==> src/rtl/bank_zero_pkg.sv <==
package bank_zero_pkg;
  typedef enum logic [1:0] {
    REG_CFG  = 2'd0,
    REG_SEL  = 2'd1,
    REG_TRIG = 2'd2,
    REG_BUSY = 2'd3
  } reg_addr_e;

  function automatic int unsigned bank_depth(int unsigned base, int unsigned step,
                                             int unsigned idx);
    return base + idx * step;
  endfunction
endpackage

==> src/rtl/bzs_ctrl_regs.sv <==
module bzs_ctrl_regs import bank_zero_pkg::*; #(
  parameter int unsigned NUM_BANKS = 7,
  parameter int unsigned REG_W     = 8
) (
  input  logic                 clk_i,
  input  logic                 rst_ni,
  input  logic                 reg_we_i,
  input  logic [1:0]           reg_addr_i,
  input  logic [REG_W-1:0]     reg_wdata_i,
  output logic [REG_W-1:0]     reg_rdata_o,
  input  logic [NUM_BANKS-1:0] busy_i,
  output logic [NUM_BANKS-1:0] sel_o,
  output logic                 start_o,
  output logic                 done_o
);
  logic                 unlock_q, trig_q;
  logic [NUM_BANKS-1:0] sel_q;
  logic                 wr_cfg, wr_sel, wr_trig;
  logic                 unused_wdata;

  assign unused_wdata = ^reg_wdata_i;
  assign wr_cfg  = reg_we_i && (reg_addr_i == REG_CFG);
  assign wr_sel  = reg_we_i && (reg_addr_i == REG_SEL);
  assign wr_trig = reg_we_i && (reg_addr_i == REG_TRIG);

  // start is accepted only when unlocked and idle
  assign start_o = wr_trig && reg_wdata_i[0] && unlock_q && !trig_q;
  assign done_o  = trig_q && (busy_i == '0);
  assign sel_o   = sel_q;

  always_ff @(posedge clk_i or negedge rst_ni) begin
    if (!rst_ni) begin
      unlock_q <= 1'b0;
      sel_q    <= '0;
      trig_q   <= 1'b0;
    end else begin
      if (wr_cfg) unlock_q <= reg_wdata_i[0];
      if (wr_sel) sel_q    <= reg_wdata_i[NUM_BANKS-1:0];
      if (start_o)     trig_q <= 1'b1;
      else if (done_o) trig_q <= 1'b0;
    end
  end

  always_comb begin
    reg_rdata_o = '0;
    unique case (reg_addr_i)
      REG_CFG:  reg_rdata_o[0]           = unlock_q;
      REG_SEL:  reg_rdata_o[NUM_BANKS-1:0] = sel_q;
      REG_TRIG: reg_rdata_o[0]           = trig_q;
      REG_BUSY: reg_rdata_o[NUM_BANKS-1:0] = busy_i;
      default:  reg_rdata_o = '0;
    endcase
  end

  p_trig_clears_idle_r6: assert property (@(posedge clk_i) disable iff (!rst_ni)
    $fell(trig_q) |-> $past(busy_i) == '0);
  p_done_single_r6: assert property (@(posedge clk_i) disable iff (!rst_ni)
    done_o |=> !done_o);
  p_lock_blocks_r3: assert property (@(posedge clk_i) disable iff (!rst_ni)
    (wr_trig && !unlock_q && !trig_q) |=> !trig_q);
  p_busy_needs_trig_r7: assert property (@(posedge clk_i) disable iff (!rst_ni)
    (busy_i != '0) |-> trig_q);
endmodule

==> src/rtl/bzs_bank_walker.sv <==
module bzs_bank_walker #(
  parameter int unsigned DEPTH   = 8,
  parameter int unsigned ADDR_W  = 5,
  parameter int unsigned DATA_W  = 32,
  parameter bit          ODD_PAR = 1'b1
) (
  input  logic              clk_i,
  input  logic              rst_ni,
  input  logic              start_i,
  input  logic              sel_i,
  input  logic              func_we_i,
  input  logic [ADDR_W-1:0] func_addr_i,
  input  logic [DATA_W-1:0] func_wdata_i,
  output logic              busy_o,
  output logic              func_ready_o,
  output logic              mem_we_o,
  output logic [ADDR_W-1:0] mem_addr_o,
  output logic [DATA_W-1:0] mem_wdata_o,
  output logic              mem_par_o
);
  localparam logic [ADDR_W-1:0] LAST = ADDR_W'(DEPTH - 1);

  logic              busy_q;
  logic [ADDR_W-1:0] cnt_q;

  always_ff @(posedge clk_i or negedge rst_ni) begin
    if (!rst_ni) begin
      busy_q <= 1'b0;
      cnt_q  <= '0;
    end else if (start_i && sel_i) begin
      busy_q <= 1'b1;
      cnt_q  <= '0;
    end else if (busy_q) begin
      if (cnt_q == LAST) busy_q <= 1'b0;
      else               cnt_q  <= cnt_q + 1'b1;
    end
  end

  always_comb begin
    if (busy_q) begin
      mem_we_o    = 1'b1;
      mem_addr_o  = cnt_q;
      mem_wdata_o = '0;
    end else begin
      mem_we_o    = func_we_i;
      mem_addr_o  = func_addr_i;
      mem_wdata_o = func_wdata_i;
    end
  end

  assign mem_par_o    = (^mem_wdata_o) ^ ODD_PAR;
  assign func_ready_o = !busy_q;
  assign busy_o       = busy_q;

  p_ends_at_last_r5: assert property (@(posedge clk_i) disable iff (!rst_ni)
    $fell(busy_q) |-> $past(cnt_q) == LAST);
  p_starts_on_start_r4: assert property (@(posedge clk_i) disable iff (!rst_ni)
    $rose(busy_q) |-> $past(start_i && sel_i));
  p_addr_step_r4: assert property (@(posedge clk_i) disable iff (!rst_ni)
    (busy_q && $past(busy_q)) |-> cnt_q == $past(cnt_q) + 1'b1);
  p_owns_port_r9: assert property (@(posedge clk_i) disable iff (!rst_ni)
    busy_q |-> (mem_we_o && mem_wdata_o == '0 && !func_ready_o));
endmodule

==> src/rtl/bank_zero_seq.sv <==
module bank_zero_seq import bank_zero_pkg::*; #(
  parameter int unsigned NUM_BANKS  = 7,
  parameter int unsigned DATA_W     = 32,
  parameter int unsigned BASE_DEPTH = 8,
  parameter int unsigned DEPTH_STEP = 4,
  parameter int unsigned REG_W      = 8,
  localparam int unsigned MAX_DEPTH = BASE_DEPTH + (NUM_BANKS - 1) * DEPTH_STEP,
  localparam int unsigned ADDR_W    = (MAX_DEPTH > 1) ? $clog2(MAX_DEPTH) : 1
) (
  input  logic                          clk_i,
  input  logic                          rst_ni,
  input  logic                          reg_we_i,
  input  logic [1:0]                    reg_addr_i,
  input  logic [REG_W-1:0]              reg_wdata_i,
  output logic [REG_W-1:0]              reg_rdata_o,
  input  logic [NUM_BANKS-1:0]          func_we_i,
  input  logic [NUM_BANKS*ADDR_W-1:0]   func_addr_i,
  input  logic [NUM_BANKS*DATA_W-1:0]   func_wdata_i,
  output logic [NUM_BANKS-1:0]          func_ready_o,
  output logic [NUM_BANKS-1:0]          mem_we_o,
  output logic [NUM_BANKS*ADDR_W-1:0]   mem_addr_o,
  output logic [NUM_BANKS*DATA_W-1:0]   mem_wdata_o,
  output logic [NUM_BANKS-1:0]          mem_par_o,
  output logic                          done_o
);
  logic [NUM_BANKS-1:0] busy, sel;
  logic                 start;

  bzs_ctrl_regs #(.NUM_BANKS(NUM_BANKS), .REG_W(REG_W)) i_regs (
    .clk_i, .rst_ni, .reg_we_i, .reg_addr_i, .reg_wdata_i, .reg_rdata_o,
    .busy_i(busy), .sel_o(sel), .start_o(start), .done_o
  );

  for (genvar b = 0; b < NUM_BANKS; b++) begin : g_bank
    bzs_bank_walker #(
      .DEPTH  (bank_depth(BASE_DEPTH, DEPTH_STEP, b)),
      .ADDR_W (ADDR_W),
      .DATA_W (DATA_W),
      .ODD_PAR(1'b1)
    ) i_walker (
      .clk_i, .rst_ni,
      .start_i     (start),
      .sel_i       (sel[b]),
      .func_we_i   (func_we_i[b]),
      .func_addr_i (func_addr_i[b*ADDR_W +: ADDR_W]),
      .func_wdata_i(func_wdata_i[b*DATA_W +: DATA_W]),
      .busy_o      (busy[b]),
      .func_ready_o(func_ready_o[b]),
      .mem_we_o    (mem_we_o[b]),
      .mem_addr_o  (mem_addr_o[b*ADDR_W +: ADDR_W]),
      .mem_wdata_o (mem_wdata_o[b*DATA_W +: DATA_W]),
      .mem_par_o   (mem_par_o[b])
    );
  end
endmodule

==> config.mk <==
export PLATFORM = sky130hd
export DESIGN_NAME = bank_zero_seq
export DESIGN_NICKNAME = d
export VERILOG_FILES = /design/src/rtl/bank_zero_pkg.sv /design/src/rtl/bzs_ctrl_regs.sv /design/src/rtl/bzs_bank_walker.sv /design/src/rtl/bank_zero_seq.sv
export SDC_FILE = /design/constraint.sdc
export NUM_CORES = 1
export LEC_CHECK = 0
export CAP_MARGIN = 25
export CORE_AREA = 5 5 217 219
export CTS_CLUSTER_SIZE = 20
export DETAILED_ROUTE_END_ITERATION = 8
export DIE_AREA = 0 0 222 224
export GPL_ROUTABILITY_DRIVEN = 1
export PLACE_DENSITY = 0.47
export SLEW_MARGIN = 5
export SYNTH_ARGS = -nofsm -noshare
export SYNTH_HDL_FRONTEND = slang
export SYNTH_SLANG_ARGS = --single-unit
==> constraint.sdc <==
create_clock -name clk_i -period 5.1 [get_ports clk_i]
set_input_delay 0.765 -clock clk_i [delete_from_list [all_inputs] [get_ports clk_i]]
set_output_delay 0.765 -clock clk_i [all_outputs]
set_load 0.05 [all_outputs]
* Yosys cells after proc, flatten, opt, wreduce, memory -nomap -nowiden
Cells that the tools add are included.
** Storage, ports and cells
- Register bits :: 51
- Logic and storage cells :: 161
** Cells by class
- Multiplexer cells :: 67
- Bitwise logic cells :: 7
- Add/subtract/negate cells :: 7
- Reductions and logical operators :: 46
- Equality and inequality tests :: 17
** Operators by type and width (number)
- $mux 32 :: 7
- $reduce_xor 32->1 :: 7
- $mux 5 :: 28
- $add 5x1->5 const B :: 7
- $mux 1 :: 30
- $eq 5x5->1 const B :: 4
- $reduce_bool 2->1 :: 8
- $logic_and 1x1->1 :: 14
- $ne 2x1->1 const B :: 7
- $reduce_and 2->1 :: 7
- $pmux 6 s2 :: 1
- $eq 5x4->1 const B :: 2
- $logic_not 1->1 :: 8
- $logic_not 7->1 :: 1
- $not 1->1 :: 7
- $eq 5x3->1 const B :: 1
- $eq 2x2->1 const B :: 2
- $pmux 1 s4 :: 1
- $eq 2x1->1 const B :: 1
- $logic_not 2->1 :: 1

* Logic depth before layout (Yosys ltp)
Gate-level depths: netlist of the first run.
- Depth in word-level cells :: 8
- Gate-level depth with buffers :: 7
- Gate-level depth less buffers :: 7

* By module
Synthesis of the first run repeated with hierarchy kept, for this count alone.
** Unflattened totals
- Cells, all modules :: 749
- Area total of the unflattened synthesis :: 6401.1 um^2
** Modules (own cells, without submodules)
- bzs_bank_walker at g_bank[1].i_walker ... :: area an instance 839.6 um^2, cells each 101, instances 2
- bzs_bank_walker at g_bank[0].i_walker :: area an instance 842.1 um^2, cells each 103, instances 1
- bzs_bank_walker at g_bank[4].i_walker :: area an instance 839.6 um^2, cells each 103, instances 1
- bzs_bank_walker at g_bank[2].i_walker :: area an instance 834.6 um^2, cells each 100, instances 1
- bzs_bank_walker at g_bank[6].i_walker :: area an instance 833.3 um^2, cells each 99, instances 1
- bzs_bank_walker at g_bank[5].i_walker :: area an instance 830.8 um^2, cells each 99, instances 1
- bzs_ctrl_regs :: area an instance 541.8 um^2, cells each 43, instances 1

* Least setup slack after synthesis of the first run
No wires, ideal clock.
- Path kind :: input to output
- From :: in reg_addr_i[1]
- To :: out reg_rdata_o[2]
- Data arrival time :: 1.792 ns
- Path slack :: 2.543 ns
- Cell stages on the path :: 3
- Path buffers :: 1
- Cells stage by stage :: buf_2 > mux2i_1 > nor2b_1
** Between the ends
- Word-level cells in the longest chain between the ends :: 2
** Ends and longest elaborated chain
- start: declaration :: line bank_zero_seq.sv:13 : input logic [1:0] reg_addr_i,
- $eq 2x2->1 or $eq 2x1->1 (tied branches) :: line bzs_ctrl_regs.sv:46 : unique case (reg_addr_i)
- $pmux 6 s2 (*) :: line bzs_ctrl_regs.sv:46
- end: declaration :: line bank_zero_seq.sv:15 : output logic [REG_W-1:0] reg_rdata_o,
Mark *: on every way between the ends. The rest lies on a longest branch, timed or not.

* Worst setup path in the final report of the first run
- From :: in func_wdata_i[161]
- To :: out mem_par_o[5]
** Between the ends
- Word-level cells in the longest chain between the ends :: 3
** Ends and longest elaborated chain
- start: declaration :: line bank_zero_seq.sv:18 : input logic [NUM_BANKS*DATA_W-1:0] func_wdata_i,
- $mux 32 :: line bzs_bank_walker.sv:40 : if (busy_q) begin
- $reduce_xor 32->1 :: line bzs_bank_walker.sv:51 : assign mem_par_o = (^mem_wdata_o) ^ ODD_PAR;
- $not 1->1 (no line)
- end: declaration :: line bank_zero_seq.sv:23 : output logic [NUM_BANKS-1:0] mem_par_o,
No other way between the ends.

==> summary.md, run 1 <==
| Metric | Value |
|---|---|
| Status | `completed` |
| Port Buffers | `565` |
| Max Buffers Root-to-Sink | `2` |
| WP data required | `4.34 ns` |
| Gr ovfl total | `0` |
| WS Path Type | `primary input to output pin` |
| Setup Skew | `0.00883 ns` |
| Cell count after synthesis | `777` |
| # clock sinks | `51` |
| Final instance area | `12900 um2` |
| Clk slew on worst S/H paths | `0.07 ns` |
| Setup tns final | `0 ns` |
| Synth area leaders | `xnor2_1, nor2b_1, dfrtp_1` |
| Setup repair bufs after CTS | `0` |
| Clock Latency Late Sink | `0.30 ns` |
| Worst Path Arrival | `3.05 ns` |
| #FFs+latches synth | `51` |
| Top post-synthesis cells by count | `nor2b_1, xnor2_1, dfrtp_1` |
| Syn nets | `1065` |
| Die X | `222 um` |
| Ys Warns | `0` |
| Slowest stage cell on the critical path | `clkdlybuf4s50_1` |
| Number of max-slew violations in the final report | `0` |
| Post-layout min period | `3.81 ns` |
| Tot GR Track Use | `0.119` |
| DP Wirelength | `27200 um` |
| Fin nets | `1581` |
| First-pass GRT wire length | `46000 um` |
| Die ar. | `49700 um2` |
| Share of layout cells above drive strength 1 | `0.0556` |
| Max Fclk | `262 MHz` |
| Syn-to-layout area delta | `95.7%` |
| Initial antenna violation count | `1` |
| CTS tree | `built` |
| Synth cell types | `37` |
| RSZ-0062 raised after global routing | `false` |
| Max-cap violation count | `0` |
| FFs w/ async S/R, synth | `1.00` |
| Post-route ant nets | `0` |
| Placed Area | `12700 um2` |
| Vias per inst | `3.61` |
| CTS Root Cell | `clkbuf_16` |
| WL final | `31900 um` |
| CP Max Fanout | `2` |
| Vias in the first global route | `7282` |
| Startpoint type of the worst setup path | `primary input` |
| CTS H-tree lvls | `2` |
| Mapped cell area | `6590 um2` |
| GP Congestion | `0.841` |
| Yosys top cell area share | `0.269` |
| Final period utilization | `0.747` |
| Setup-failing EPs final | `0` |
| Actual slew at the worst max-slew pin | `0.747 ns` |
| Critical path's most frequent cell | `xnor2_1` |
| Final hold slack | `0.528 ns` |
| Starting Density | `0.147` |
| Pleak | `4.72 nW` |
| Yosys top cell by area | `xnor2_1` |
| Vias post-DR | `6845` |
| Min-delay worst type | `flip-flop to flip-flop` |
| Most frequent cell after synthesis | `nor2b_1` |
| DRC Markers | `0` |
| I/O pin cnt | `568` |
| CTS buffer count | `5` |
| Std-Cell Rows | `78` |
| N_diodes | `0` |
| Die Ht | `224 um` |
| CP peak stage delay | `0.82 ns` |
| Post-synth top flop | `dfrtp_1` |
| Core ar. | `44900 um2` |
| CP bufs+invs | `2` |
| Avg Cell Area, Syn | `8.48 um2` |
| Pwr dens | `366 nW/um2` |
| Hold-fix buffers, CTS | `0` |
| Seq/Total Area, Yosys | `0.194` |
| Worst-path cell chain | `clkdlybuf4s50_1 > xor2_1 > xnor2_1 > xnor2_1 > xnor2_1 > xnor2_1 > nand2_1 > clkdlybuf4s50_1` |
| Crit. End Element | `output pin` |
| Largest delay share family, worst path | `buffers and inverters` |
| Headroom to the max-slew limit | `0.502` |
| Power, Total | `0.00472 W` |
| Post-synth EDFFs | `0` |
| Wire per inst | `16.8 um` |
| Final Hold Fails | `0` |
| CTS-repair resized insts | `0` |
| Pin count of the biggest net entering global routing | `52` |
| Initial drt markers | `145` |
| Drt pass-1 iters | `4` |
| Max VDD drop | `0.337 mV` |
-- placed cells by master (no fill, tap or decap), types with 3 or more instances in the layout --
| cell type | instances |
|---|---|
| clkdlybuf4s50_1 | 564 |
| nor2b_1 | 224 |
| xnor2_1 | 202 |
| dfrtp_1 | 51 |
| xor2_1 | 40 |
| mux2_2 | 34 |
| a21oi_1 | 33 |
| nand2_1 | 26 |
| mux2i_1 | 14 |
| nand4_1 | 12 |
| mux2_1 | 9 |
| ha_1 | 9 |
| buf_4 | 9 |
| inv_1 | 8 |
| nor2b_2 | 7 |
| nor2_1 | 6 |
| or2_2 | 5 |
| clkbuf_16 | 5 |
| inv_2 | 3 |
| and3_1 | 3 |
| nand3_1 | 3 |
-- path summary, 6_finish.rpt --
kind	start	to	slack, ns	cells past startpoint
max	func_wdata_i[161]	mem_par_o[5]	1.29	8
min	i_regs.unlock_q$_DFFE_PN0P_	i_regs.unlock_q$_DFFE_PN0P_	0.53	1
max reg2reg	g_bank[2].i_walker.busy_o$_DFF_PN0_	g_bank[2].i_walker.cnt_q[3]$_DFFE_PN0P_	3.26	6
min reg2reg	i_regs.unlock_q$_DFFE_PN0P_	i_regs.unlock_q$_DFFE_PN0P_	0.53	1
max in group asynchronous	rst_ni	i_regs.sel_o[3]$_DFFE_PN0P_	3.99	2
min in group asynchronous	rst_ni	g_bank[2].i_walker.cnt_q[4]$_DFFE_PN0P_	0.61	2
-- kinds of logic after synthesis --
family	share of synthesized area
AOI/OAI and AO/OA	0.0329
xor gates and xnor gates	0.322
adders and majority gates	0.0171
buffers and inverters	0.0598
DFF	0.194
muxes	0.0982
other	0.000569
and+or+nand+nor	0.276
-- area by class of cell --
type | instances | area [um2]
fill | 4788 | 32000
sequential | 51 | 1280
tap | 600 | 751
multi-input combinational | 649 | 4920
timing repair buffer | 575 | 5750
clock buffer | 8 | 156
inverter | 11 | 41.3
-- registers in the layout, summed over array words and instances (netlist names) --
signal                  count
i_regs.trig_q               1
i_regs.sel_o                7
g_bank.i_walker.busy_o      7
i_regs.unlock_q             1
g_bank.i_walker.cnt_q      35
-- through the flow --
step / std cells / utilization / setup WS (ns)
floorplan: 777 / - / 2.54
global placement: 1885 / 0.283 / 1.18
detailed placement: 1886 / 0.284 / 1.20
CTS: 1894 / 0.287 / 1.18
global route: 1894 / 0.287 / 1.11
finish: 1894 / 0.287 / 1.29
-- routing by layer --
metal,vias up,track usage,part of all wire
met2,285,0.219,0.51
met1,3071,0.141,0.41
li1,3473,-,-
met5,-,0,0
met4,0,0.0173,0.010
met3,16,0.0343,0.067
-- where the power goes --
part	total, W	internal [W]	switching [W]
Sequential	0.000732	0.000538	0.000194
Clock	0.000383	0.000210	0.000173
Combinational	0.00361	0.00140	0.00220
Total	0.00472	0.00215	0.00257
-- worst register-to-register path, cell delays in order, from the launching register on --
cell	delay, ns
dfrtp_1	0.49
buf_4	0.41
inv_2	0.12
nor2_2	0.32
nand4_1	0.16
xor2_1	0.16
a21oi_1	0.10
Power figures use the tool's default switching activity.
==> run 2, diff against run 1 <==
--- a/config.mk
+++ b/config.mk
@@ -6,12 +6,12 @@
 export NUM_CORES = 1
 export LEC_CHECK = 0
 export CAP_MARGIN = 25
-export CORE_AREA = 5 5 217 219
+export CORE_AREA = 5 5 218 220
 export CTS_CLUSTER_SIZE = 20
 export DETAILED_ROUTE_END_ITERATION = 8
-export DIE_AREA = 0 0 222 224
+export DIE_AREA = 0 0 223 225
 export GPL_ROUTABILITY_DRIVEN = 1
-export PLACE_DENSITY = 0.47
+export PLACE_DENSITY = 0.48
 export SLEW_MARGIN = 5
 export SYNTH_ARGS = -nofsm -noshare
 export SYNTH_HDL_FRONTEND = slang
==> constraint.sdc (replaced) <==
create_clock -name clk_i -period 3.3 [get_ports clk_i]
set_input_delay 0.495 -clock clk_i [delete_from_list [all_inputs] [get_ports clk_i]]
set_output_delay 0.495 -clock clk_i [all_outputs]
set_load 0.05 [all_outputs]
==> summary.md, run 2 (synthesized netlist as in run 1, its figures left out) <==
| Metric | Value |
|---|---|
| Max Buffers Root-to-Sink | `2 (unchanged)` |
| Crit. End Element | `output pin` |
| Min-delay worst type | `primary input to async pin` |
| Metal3 WL | `2570 um (+20%)` |
| Max reg flops | `35 (unchanged)` |
| Clock Latency Late Sink | `0.31 ns (about the same)` |
| Final Hold Fails | `0 (unchanged)` |
| Initial antenna violation count | `4 (+3)` |
| Comb pwr share | `0.759 (-0.005)` |
| Largest register by flop count | `g_bank.i_walker.cnt_q` |
| Port Buffers | `565 (unchanged)` |
| Initial drt markers | `186 (+28%)` |
| CTS Root Cell | `clkbuf_16` |
| Max Fclk | `341 MHz` |
| Hold-fix buffers, CTS | `0 (unchanged)` |
| Starting Density | `0.146 (-0.000635)` |
| Startpoint type of the worst setup path | `flip-flop` |
| Vias post-DR | `6991 (+2.1%)` |
| CTS buffer count | `5 (unchanged)` |
| CP Max Fanout | `25 (+23)` |
| Wire per inst | `17.0 um (+1.1%)` |
| Die X | `223 um (+0.45%)` |
| GP Congestion | `0.831 (-1.2%)` |
| Fin nets | `1585 (+0.25%)` |
| Pre-CTS setup slack | `0.604 ns (-0.594 ns)` |
| # clock sinks | `51 (unchanged)` |
| Number of max-slew violations in the final report | `0 (unchanged)` |
| Syn-to-layout area delta | `97.7%` |
| Setup tns final | `0 ns (unchanged)` |
| Setup repair bufs after CTS | `0 (unchanged)` |
| Clock share of power | `0.086 (+0.005)` |
| Setup Skew | `0.0134 ns (+0.00461 ns)` |
| Vias in the first global route | `7353 (+0.98%)` |
| Post-layout min period | `2.94 ns` |
| Die Ht | `225 um (+0.45%)` |
| Placed Area | `12900 um2 (+0.93%)` |
| Sw frac | `0.535 (-0.00936)` |
| Power, Total | `0.00748 W (+59%)` |
| Psw | `0.00400 W (+56%)` |
| Setup-failing EPs final | `0 (unchanged)` |
| Most common cell after layout, fill and taps aside | `clkdlybuf4s50_1` |
| Most frequent cells in the layout | `clkdlybuf4s50_1, nor2b_1, xnor2_1` |
| Slowest stage cell on the critical path | `clkdlybuf4s50_1` |
| Pwr dens | `574 nW/um2 (+57%)` |
| Final WS setup | `0.364 ns (-0.926 ns)` |
| Seq pwr share | `0.156 (about the same)` |
| CP peak stage delay | `0.87 ns (+0.05 ns)` |
| Pin count of the biggest net entering global routing | `35 (-33%)` |
| Std-Cell Rows | `78 (unchanged)` |
| Status | `completed` |
| Vias per inst | `3.68 (+1.8%)` |
| CTS H-tree lvls | `2 (unchanged)` |
| Die ar. | `50200 um2 (+0.90%)` |
| Max-cap violation count | `0 (unchanged)` |
| Post-route ant nets | `0 (unchanged)` |
| Filler cell count | `4789 (+0.021%)` |
| Max VDD drop | `0.444 mV (+32%)` |
| Pleak | `4.80 nW (+1.8%)` |
| Share of layout cells above drive strength 1 | `0.0763 (+0.0206)` |
| Worst Path Arrival | `2.44 ns (-0.61 ns)` |
| CTS tree | `built` |
| Highest metal used | `met5` |
| RSZ-0062 raised after global routing | `false` |
| First-pass GRT wire length | `46700 um (+1.5%)` |
| P_int | `0.00348 W (+62%)` |
| Drt pass-1 iters | `4 (unchanged)` |
| Final instance area | `13000 um2 (+1.0%)` |
| WP data required | `2.80 ns (-1.54 ns)` |
| Met2 wire length | `16400 um (+1.1%)` |
| Worst-path cell chain | `buf_12 > nor2b_1 > clkdlybuf4s50_1` |
| Core ar. | `45100 um2 (+0.43%)` |
| Gr ovfl total | `0 (unchanged)` |
| I/O pin cnt | `568 (unchanged)` |
| DRC Markers | `0 (unchanged)` |
| Actual slew at the worst max-slew pin | `0.800 ns (+0.0535 ns)` |
| Final period utilization | `0.890` |
| Tot GR Track Use | `0.119 (-0.000420)` |
| CTS-repair resized insts | `0 (unchanged)` |
| WL final | `32300 um (+1.4%)` |
| WS Path Type | `flip-flop to output pin` |
| Clk slew on worst S/H paths | `0.08 ns (about the same)` |
| Headroom to the max-slew limit | `0.467 (-0.0357)` |
| DP Wirelength | `27700 um (+1.7%)` |
| Met1 Wirelength | `12900 um (-2.6%)` |
## run 2: path summary, 6_finish.rpt
kind / from / endpoint / slack [ns] / cells after the start
worst min-delay path: rst_ni / g_bank[2].i_walker.cnt_q[2]$_DFFE_PN0P_ / 0.19 / 1
max in group asynchronous: rst_ni / g_bank[0].i_walker.busy_o$_DFF_PN0_ / 2.52 / 2
worst max-delay path: g_bank[4].i_walker.busy_o$_DFF_PN0_ / mem_wdata_o[134] / 0.36 / 3
worst min register to register: i_regs.unlock_q$_DFFE_PN0P_ / i_regs.unlock_q$_DFFE_PN0P_ / 0.55 / 1
min in group clk_i: i_regs.unlock_q$_DFFE_PN0P_ / i_regs.unlock_q$_DFFE_PN0P_ / 0.55 / 1
worst max register to register: g_bank[2].i_walker.busy_o$_DFF_PN0_ / g_bank[2].i_walker.cnt_q[3]$_DFFE_PN0P_ / 1.41 / 6
## run 2: cell type report
type,instances,area (um2),share of cell area
clock inverter,2,37.5,0.00288
clock buffer,6,129,0.00989
multi-input combinational,649,4920,0.378
inverter,11,41.3,0.00317
tap,600,751,0.0576
antenna,2,5.00,0.000384
sequential,51,1280,0.0981
timing repair buffer,579,5860,0.450
## run 2: power groups by stage
stage,Sequential [W],Combinational (W),Clock (W)
5_1_grt,0.00121,0.00600,0.000692
3_3_place_gp,0.00118,0.00574,0
3_5_place_dp,0.00119,0.00573,0
2_1_floorplan,0.00100,0.00401,0
6_report,0.00117,0.00568,0.000640
4_1_cts,0.00118,0.00576,0.000677
## run 2: worst max-delay path, delay by kind of cell (launching register included)
family	cells	cell delay [ns]
buf+inv	2	1.18
flops	1	0.68
simple gates	1	0.26
## run 2: layer usage
metal | vias to the layer above | track usage
li1 | 3480 | -
met4 | 4 | 0.0229
met1 | 3183 | 0.137
met5 | - | 0
met2 | 301 | 0.216
met3 | 23 | 0.0380
## run 2: metrics by stage
stage               hold WS [ns]   util  instances
floorplan                  0.199      -        777
CTS                        0.202  0.289       1898
finish                     0.189  0.289       1900
detailed placement         0.535  0.285       1890
global placement           0.508  0.285       1889
global route               0.229  0.289       1899
